[src/rtl/kbx_pkg.sv]
package kbx_pkg;

    localparam int BYTE_W    = 8;
    localparam int RESP_MAX  = 3;
    localparam int NUM_LOCKS = 2;

    // prefix byte that selects the extended map for one code
    localparam logic [BYTE_W-1:0] PREFIX_CODE = 8'hE0;

    // lock key codes without the release bit: index 0 caps, index 1 num
    localparam logic [NUM_LOCKS-1:0][6:0] LOCK_CODES = {7'h45, 7'h3A};

    // plain map: multiply-add modulo 128 (odd multiplier keeps it bijective)
    localparam int MAP_MUL = 5;
    localparam int MAP_ADD = 3;

    // extended map: a window of codes shifted up, everything else to zero
    localparam logic [6:0] EXT_LO  = 7'h47;
    localparam logic [6:0] EXT_HI  = 7'h53;
    localparam logic [6:0] EXT_OFS = 7'h1A;

    // command byte values
    localparam logic [BYTE_W-1:0] CMD_IDENT   = 8'h01;
    localparam logic [BYTE_W-1:0] CMD_LAYOUT0 = 8'h07;
    localparam logic [BYTE_W-1:0] CMD_LEDS    = 8'h0E;
    localparam logic [BYTE_W-1:0] CMD_LAYOUT1 = 8'h0F;

    // scripted replies, element 0 leaves the queue first
    localparam logic [RESP_MAX-1:0][BYTE_W-1:0] IDENT_REPLY  = {8'h7F, 8'h04, 8'hFF};
    localparam logic [1:0]                      IDENT_LEN    = 2'd3;
    localparam logic [RESP_MAX-1:0][BYTE_W-1:0] LAYOUT_REPLY = {8'h00, 8'h00, 8'hFE};
    localparam logic [1:0]                      LAYOUT_LEN   = 2'd2;

    typedef logic [1:0] lock_st_t;  // bit0 press parity, bit1 release parity

    typedef enum logic [1:0] {
        CK_OTHER,
        CK_IDENT,
        CK_LAYOUT,
        CK_LEDS
    } cmd_kind_e;

    typedef struct packed {
        logic              en;
        logic [BYTE_W-1:0] data;
    } kbx_push_t;

    typedef struct packed {
        logic                               en;
        logic [1:0]                         len;
        logic [RESP_MAX-1:0][BYTE_W-1:0]    bytes;
    } kbx_load_t;

    function automatic logic [6:0] map_plain(input logic [6:0] c);
        logic [9:0] t;
        t = 10'(c) * 10'(MAP_MUL) + 10'(MAP_ADD);
        return t[6:0];
    endfunction

    function automatic logic [6:0] map_ext(input logic [6:0] c);
        if (c >= EXT_LO && c <= EXT_HI)
            return c + EXT_OFS;
        return 7'h00;
    endfunction

    function automatic cmd_kind_e decode_cmd(input logic [BYTE_W-1:0] b);
        if (b == CMD_IDENT)                        return CK_IDENT;
        if (b == CMD_LAYOUT0 || b == CMD_LAYOUT1)  return CK_LAYOUT;
        if (b == CMD_LEDS)                         return CK_LEDS;
        return CK_OTHER;
    endfunction

endpackage

[src/rtl/kbx_code_map.sv]
module kbx_code_map
    import kbx_pkg::*;
(
    input  logic              clk,
    input  logic              rst,
    input  logic              in_valid,
    input  logic [BYTE_W-1:0] in_code,
    output kbx_push_t         push_o
);

    logic                 ext_q;
    logic [NUM_LOCKS-1:0] drop_v;
    logic                 is_prefix;
    logic                 keep;
    logic [6:0]           body;

    assign is_prefix = in_valid && (in_code == PREFIX_CODE);

    generate
        for (genvar g = 0; g < NUM_LOCKS; g++) begin : g_lock
            lock_st_t st_q;
            lock_st_t st_nx;
            logic     hit_press;
            logic     hit_rel;
            logic     drop_g;

            always_comb begin
                hit_press = in_valid && (in_code == {1'b0, LOCK_CODES[g]});
                hit_rel   = in_valid && (in_code == {1'b1, LOCK_CODES[g]});
                st_nx     = st_q;
                if (hit_press)
                    st_nx = st_q ^ 2'b01;
                else if (hit_rel)
                    st_nx = st_q ^ 2'b10;
                drop_g = (hit_press && st_nx == 2'd2) || (hit_rel && st_nx == 2'd3);
            end

            always_ff @(posedge clk) begin
                if (rst) st_q <= '0;
                else     st_q <= st_nx;
            end

            assign drop_v[g] = drop_g;

            // R3 (g=0) and R4 (g=1): a second press after a full cycle is swallowed
            p_lock_press_drop_r3: assert property (@(posedge clk) disable iff (rst)
                (hit_press && st_q == 2'b11) |-> !push_o.en);
            // the first release after a press is swallowed
            p_lock_rel_drop_r4: assert property (@(posedge clk) disable iff (rst)
                (hit_rel && st_q == 2'b01) |-> !push_o.en);
        end
    endgenerate

    always_comb begin
        keep        = in_valid && !is_prefix && !(|drop_v);
        body        = ext_q ? map_ext(in_code[6:0]) : map_plain(in_code[6:0]);
        push_o.en   = keep;
        push_o.data = {in_code[7], body};
    end

    always_ff @(posedge clk) begin
        if (rst)            ext_q <= 1'b0;
        else if (is_prefix) ext_q <= 1'b1;
        else if (keep)      ext_q <= 1'b0;
    end

    // the prefix arms the extended flag for the following cycle
    p_prefix_arms_r2: assert property (@(posedge clk) disable iff (rst)
        (in_valid && in_code == PREFIX_CODE) |=> ext_q);

    // a queued code consumes the extended flag
    p_ext_consumed_r2: assert property (@(posedge clk) disable iff (rst)
        (push_o.en && ext_q) |=> !ext_q);

endmodule

[src/rtl/kbx_cmd_resp.sv]
module kbx_cmd_resp
    import kbx_pkg::*;
(
    input  logic              clk,
    input  logic              rst,
    input  logic              off,
    input  logic              cmd_valid,
    input  logic [BYTE_W-1:0] cmd_byte,
    output kbx_load_t         load_o
);

    logic      skip_q;
    logic      skip_nx;
    logic      take;
    cmd_kind_e kind;

    always_comb begin
        take    = cmd_valid && !off;
        kind    = decode_cmd(cmd_byte);
        skip_nx = skip_q;
        load_o  = '0;
        if (take) begin
            if (skip_q) begin
                skip_nx = 1'b0;
            end else begin
                unique case (kind)
                    CK_IDENT: begin
                        load_o.en    = 1'b1;
                        load_o.len   = IDENT_LEN;
                        load_o.bytes = IDENT_REPLY;
                    end
                    CK_LAYOUT: begin
                        load_o.en    = 1'b1;
                        load_o.len   = LAYOUT_LEN;
                        load_o.bytes = LAYOUT_REPLY;
                    end
                    CK_LEDS:  skip_nx = 1'b1;
                    default:  ;
                endcase
            end
        end
    end

    always_ff @(posedge clk) begin
        if (rst) skip_q <= 1'b0;
        else     skip_q <= skip_nx;
    end

    // a disabled command path never rewrites the queue
    p_off_no_load_r9: assert property (@(posedge clk) disable iff (rst)
        off |-> !load_o.en);

    // the skip flag is frozen while disabled
    p_off_skip_frozen_r9: assert property (@(posedge clk) disable iff (rst)
        off |=> $stable(skip_q));

    // the byte after an LED command is eaten and disarms the skip
    p_skip_eats_r7: assert property (@(posedge clk) disable iff (rst)
        (skip_q && cmd_valid && !off) |=> !skip_q);

endmodule

[src/rtl/kbx_byte_queue.sv]
module kbx_byte_queue
    import kbx_pkg::*;
#(
    parameter int DEPTH = 256
) (
    input  logic              clk,
    input  logic              rst,
    input  kbx_push_t         push_i,
    input  kbx_load_t         load_i,
    input  logic              pop_i,
    output logic [BYTE_W-1:0] data_o,
    output logic              nonempty_o
);

    localparam int AW = $clog2(DEPTH);
    localparam int CW = $clog2(DEPTH + 1);
    localparam logic [CW-1:0] FULL_CNT = CW'(DEPTH);

    logic [BYTE_W-1:0] mem_q [DEPTH];
    logic [AW-1:0]     rd_q;
    logic [AW-1:0]     wr_q;
    logic [CW-1:0]     cnt_q;
    logic              push_ok;
    logic              pop_ok;

    assign push_ok = push_i.en && (cnt_q != FULL_CNT);
    assign pop_ok  = pop_i && (cnt_q != '0);

    always_ff @(posedge clk) begin
        if (rst) begin
            rd_q  <= '0;
            wr_q  <= '0;
            cnt_q <= '0;
        end else if (load_i.en) begin
            rd_q  <= '0;
            wr_q  <= AW'(load_i.len);
            cnt_q <= CW'(load_i.len);
        end else begin
            if (push_ok) wr_q <= wr_q + 1'b1;
            if (pop_ok)  rd_q <= rd_q + 1'b1;
            cnt_q <= cnt_q + CW'(push_ok) - CW'(pop_ok);
        end
    end

    always_ff @(posedge clk) begin
        if (load_i.en) begin
            for (int i = 0; i < RESP_MAX; i++) begin
                if (i < int'(load_i.len))
                    mem_q[AW'(i)] <= load_i.bytes[i];
            end
        end else if (push_ok) begin
            mem_q[wr_q] <= push_i.data;
        end
    end

    assign data_o     = mem_q[rd_q];
    assign nonempty_o = (cnt_q != '0);

    // occupancy never exceeds the depth
    p_no_overflow_r10: assert property (@(posedge clk) disable iff (rst)
        cnt_q <= FULL_CNT);

    // a push into a full queue is dropped
    p_full_drop_r10: assert property (@(posedge clk) disable iff (rst)
        (cnt_q == FULL_CNT && push_i.en && !pop_i && !load_i.en)
        |=> (cnt_q == FULL_CNT) && $stable(wr_q));

    // a pop of an empty queue changes nothing
    p_pop_empty_r10: assert property (@(posedge clk) disable iff (rst)
        (cnt_q == '0 && pop_i && !push_i.en && !load_i.en) |=> (cnt_q == '0) && $stable(rd_q));

    // a reply load replaces the whole content
    p_load_flush_r5: assert property (@(posedge clk) disable iff (rst)
        load_i.en |=> (cnt_q == CW'($past(load_i.len))) && (rd_q == '0));

endmodule

[src/rtl/kbd_xlate_top.sv]
module kbd_xlate_top
    import kbx_pkg::*;
#(
    parameter int QUEUE_DEPTH = 256
) (
    input  logic       clk,
    input  logic       rst,
    input  logic       kbd_off,
    input  logic       sc_valid,
    input  logic [7:0] sc_code,
    input  logic       cmd_valid,
    input  logic [7:0] cmd_code,
    input  logic       q_pop,
    output logic [7:0] q_data,
    output logic       q_nonempty
);

    kbx_push_t push_w;
    kbx_load_t load_w;

    kbx_code_map u_map (
        .clk      (clk),
        .rst      (rst),
        .in_valid (sc_valid),
        .in_code  (sc_code),
        .push_o   (push_w)
    );

    kbx_cmd_resp u_cmd (
        .clk       (clk),
        .rst       (rst),
        .off       (kbd_off),
        .cmd_valid (cmd_valid),
        .cmd_byte  (cmd_code),
        .load_o    (load_w)
    );

    kbx_byte_queue #(
        .DEPTH (QUEUE_DEPTH)
    ) u_queue (
        .clk        (clk),
        .rst        (rst),
        .push_i     (push_w),
        .load_i     (load_w),
        .pop_i      (q_pop),
        .data_o     (q_data),
        .nonempty_o (q_nonempty)
    );

    // a reply and a scancode together leave the queue holding the reply only
    p_reply_wins_r12: assert property (@(posedge clk) disable iff (rst)
        (load_w.en && push_w.en) |=> q_nonempty && (q_data == $past(load_w.bytes[0])));

endmodule

[config.mk]
export PLATFORM = sky130hd
export DESIGN_NAME = kbd_xlate_top
export DESIGN_NICKNAME = d
export VERILOG_FILES = /design/src/rtl/kbx_pkg.sv /design/src/rtl/kbx_code_map.sv /design/src/rtl/kbx_cmd_resp.sv /design/src/rtl/kbx_byte_queue.sv /design/src/rtl/kbd_xlate_top.sv
export SDC_FILE = /design/constraint.sdc
export NUM_CORES = 2
export LEC_CHECK = 0
export BUFFER_PORTS_ARGS = -buffer_cell sky130_fd_sc_hd__clkbuf_2
export CORE_MARGIN = 3
export CORE_UTILIZATION = 30
export DETAILED_ROUTE_END_ITERATION = 12
export PLACE_DENSITY = 0.53
export SYNTH_ARGS = -nofsm -noshare
export SYNTH_HDL_FRONTEND = slang
export SYNTH_SLANG_ARGS = --single-unit
[constraint.sdc]
create_clock -name clk -period 18.6 [get_ports clk]
set_input_delay 3.72 -clock clk [delete_from_list [all_inputs] [get_ports clk]]
set_output_delay 3.72 -clock clk [all_outputs]
set_load 0.02 [all_outputs]
==> qor.txt <==
status - complete, no violations
overall die width - 529 µm
Clock Pin Slew Worst Setup and Hold Paths - 0.06 ns
sequential cell area - 0.0623 mm²
RD Place Congestion - 0.778
Hold Path Depth - 2
power after layout - 11000 µW
CTS root buf - clkbuf_16
worst path cell trace - buf_4 -> buf_12 -> buf_4 -> mux4_1 -> o22ai_1 -> nor3_1 -> or4_1 -> o41ai_1 -> buf_4 -> nor4_1 -> clkbuf_2
Startpoint Class - register
clk buf depth - 3
commonest non-fill, non-tap cell in the layout - edfxtp_1
Final Hold Fails - 0
Total GRT Usage - 15.1%
share of post-route cells with drive strength above 1 - 20.8%
Cells after Synth - 4029
DRC Markers - 0
synth unique cells - 76
vias per inst - 5.10
Hold EP - u_cmd.skip_q
crit path capture type - output pin
largest net degree at the start of global routing - 171
Tmin final - 10.62 ns
area taken by multi-input logic gates - 0.0183 mm²
HP Start - u_cmd.skip_q
hpwl dp - 128 mm
RR Startpoint - u_queue.cnt_q[7]
type of the worst setup path - reg2out
crit-path max cell delay - 1.11 ns
max-cap violation count - 0
crit path max fanout - 78
CP max stage cell - nor4_1
Most used DFF post-synth - edfxtp_1
max-slew violations - 0
clock net sink count - 2087
First-pass DRT Iterations - 5
Core Area - 0.271 mm²
CP most frequent cell - buf_4
drt wl/cell - 27.2 µm
FFs w/ async S/R, synth - 0%
initial antenna violation count - 7
CTS tree - yes
Initial Util - 30.2%
power per standard cell area - 119 mW/mm²
CTS Buf Count - 211
Synth Area per Inst - 20.4 µm²
EDFF count, synth - 2048
Relative slew margins - 9.16%
Worst-Skew Late Latency - 0.85 ns
fin crit share - 57.1%
worst-case reg-to-reg path depth - 9
htree depth - 4
Final #Nets - 4169
Worst Hold Class - reg2reg
worst ir drop on vdd - 0.000113 V
via count - 40100
sequential area share after synthesis - 75.9%
Final ANT Viol Nets - 0
num ports - 31
global-route wire length before repair - 308 mm
Worst Path Arrival - 6.90 ns
Critical Path RT - 14.88 ns
setup TNS - 0 ns
Area growth, synth to finish - 12.8%
Ys Warns - 0
Syn Std Cell Area - 0.0821 mm²
total gr overflow - 0
Die Height - 529 µm
Filler Cells Inserted - 25400
synthesized flop and latch total - 2087
Port Buf Inserts - 30
syn_nets - 4087
DRT Wirelength - 214 mm
RSZ-0062 raised after global routing - false
actual slew at the worst max-slew pin - 1.35 ns
vias in the first global route - 40800
commonest non-fill, non-tap cells in the layout - 2048 x edfxtp_1, 443 x mux4_2, 328 x nor2_1, 212 x clkbuf_16, 142 x a22oi_1
Max Freq - 94.2 MHz
Lkg Pwr - 0.0273 µW
post-CTS setup buffer count - 0
Post-CTS Resized - 0
CTS Hold Bufs - 0
Clock Skew - 0.0644 ns
final setup fails - 0
reg2reg end - u_queue.mem_q[29][6]
die area - 0.280 mm²
# rows - 191
r2r setup slk - 13.88 ns
DRT iter0 DRCs - 4434
-- cells by family (layout without fill, tap and decap cells) --
group / after synthesis / count (layout) / share of synthesized area (%)
DFF: 2087 / 2087 / 75.9
AOI/OAI and AO/OA: 394 / 394 / 3.35
buffers and inverters: 272 / 534 / 1.95
and+or+nand+nor: 595 / 595 / 3.25
xor gates and xnor gates: 34 / 34 / 0.363
muxes: 611 / 611 / 14.7
other: 0 / 3 / 0
adders and majority gates: 36 / 36 / 0.567
-- registers in the layout, summed over array words and instances (netlist names), named ones only --
name and cells:
u_cmd.skip_q 1, u_queue.wr_q 8, u_queue.rd_q 8, u_queue.mem_q 2048, u_map.g_lock.st_q 4, u_map.ext_q 1
u_queue.cnt_q 9
-- how the worst max path moves through the flow --
| stage | slack (ns) | end | cells past startpoint | startpoint |
|---|---|---|---|---|
| final | 7.98 | q_data[6] | 11 | register |
| after global routing | 7.66 | q_data[6] | 11 | register |
| after CTS | 7.95 | q_data[6] | 11 | register |
| after detailed placement | 8.87 | q_data[6] | 11 | register |
| after global placement | 8.76 | q_data[6] | 11 | register |
| after floorplan | 9.97 | u_queue.mem_q[100][6] | 9 | sc_code[2] |
-- stage by stage --
stage	instance area [µm²]	worst slack, ns	hold slack (ns)	std cells	util, %
after floorplan	82100	9.97	0.437	4029	-
after global placement	86000	8.76	0.447	7466	31.7
after detailed placement	86000	8.87	0.452	7468	31.7
after CTS	92600	7.95	0.462	7861	34.1
after global routing	92600	7.66	0.491	7863	34.1
final	92600	7.98	0.461	7864	34.1
-- cells in the mapped netlist, types with 12 or more instances --
| cell type | instances | area share, % |
|---|---|---|
| edfxtp_1 | 2048 | 75 |
| a21oi_1 | 71 | 0.43 |
| clkbuf_1 | 69 | 0.32 |
| nand2_1 | 75 | 0.34 |
| mux2i_1 | 122 | 1.5 |
| o22ai_1 | 34 | 0.26 |
| buf_2 | 93 | 0.57 |
| nor3_1 | 34 | 0.21 |
| o211ai_1 | 16 | 0.15 |
| nand4_1 | 25 | 0.19 |
| a221oi_1 | 17 | 0.18 |
| a22oi_1 | 142 | 1.3 |
| buf_6 | 28 | 0.38 |
| mux4_2 | 443 | 12 |
| nand2b_1 | 16 | 0.12 |
| inv_1 | 30 | 0.14 |
| mux4_1 | 21 | 0.67 |
| xor2_1 | 15 | 0.16 |
| o21ai_0 | 23 | 0.14 |
| ha_1 | 34 | 0.52 |
| nor2b_1 | 16 | 0.12 |
| nand3_1 | 39 | 0.24 |
| nor2_1 | 333 | 1.5 |
| buf_4 | 38 | 0.35 |
| xnor2_1 | 19 | 0.20 |
| dfxtp_1 | 39 | 0.95 |
| mux2_2 | 25 | 0.34 |
| nor4_1 | 17 | 0.13 |
| a22o_1 | 12 | 0.13 |
-- critical path, delay by kind of cell (launching register included) --
family	cells	cell delay, ns
buffers and inverters	5	2.70
muxes	1	0.39
AOI/OAI and AO/OA	2	0.37
DFF	1	0.78
and+or+nand+nor	3	1.56
-- report_power, final --
part           switching, µW  internal (µW)  total (µW)
registers               32.4           5420        5450
logic                    918            560        1480
clock network           1810           2260        4070
total                   2760           8240       11000
-- area by class of cell --
type	count	area share (%)
multi-input combinational	1670	19.7
clock buffer	271	5.97
clock inverter	122	1.14
tap	3570	4.82
inverter	30	0.178
sequential	2087	67.3
timing repair buffer	111	0.908
antenna	3	0.00810
-- layer usage --
layer / part of all wire, % / routed length (µm) / GRT usage [%]
met3: 5.8 / 12300 / 2.49
met2: 49 / 106000 / 25.1
met1: 42 / 90600 / 20.5
met4: 2.5 / 5320 / 4.12
met5: 0.0051 / 11 / 0
(Power assumes the default switching activity.)
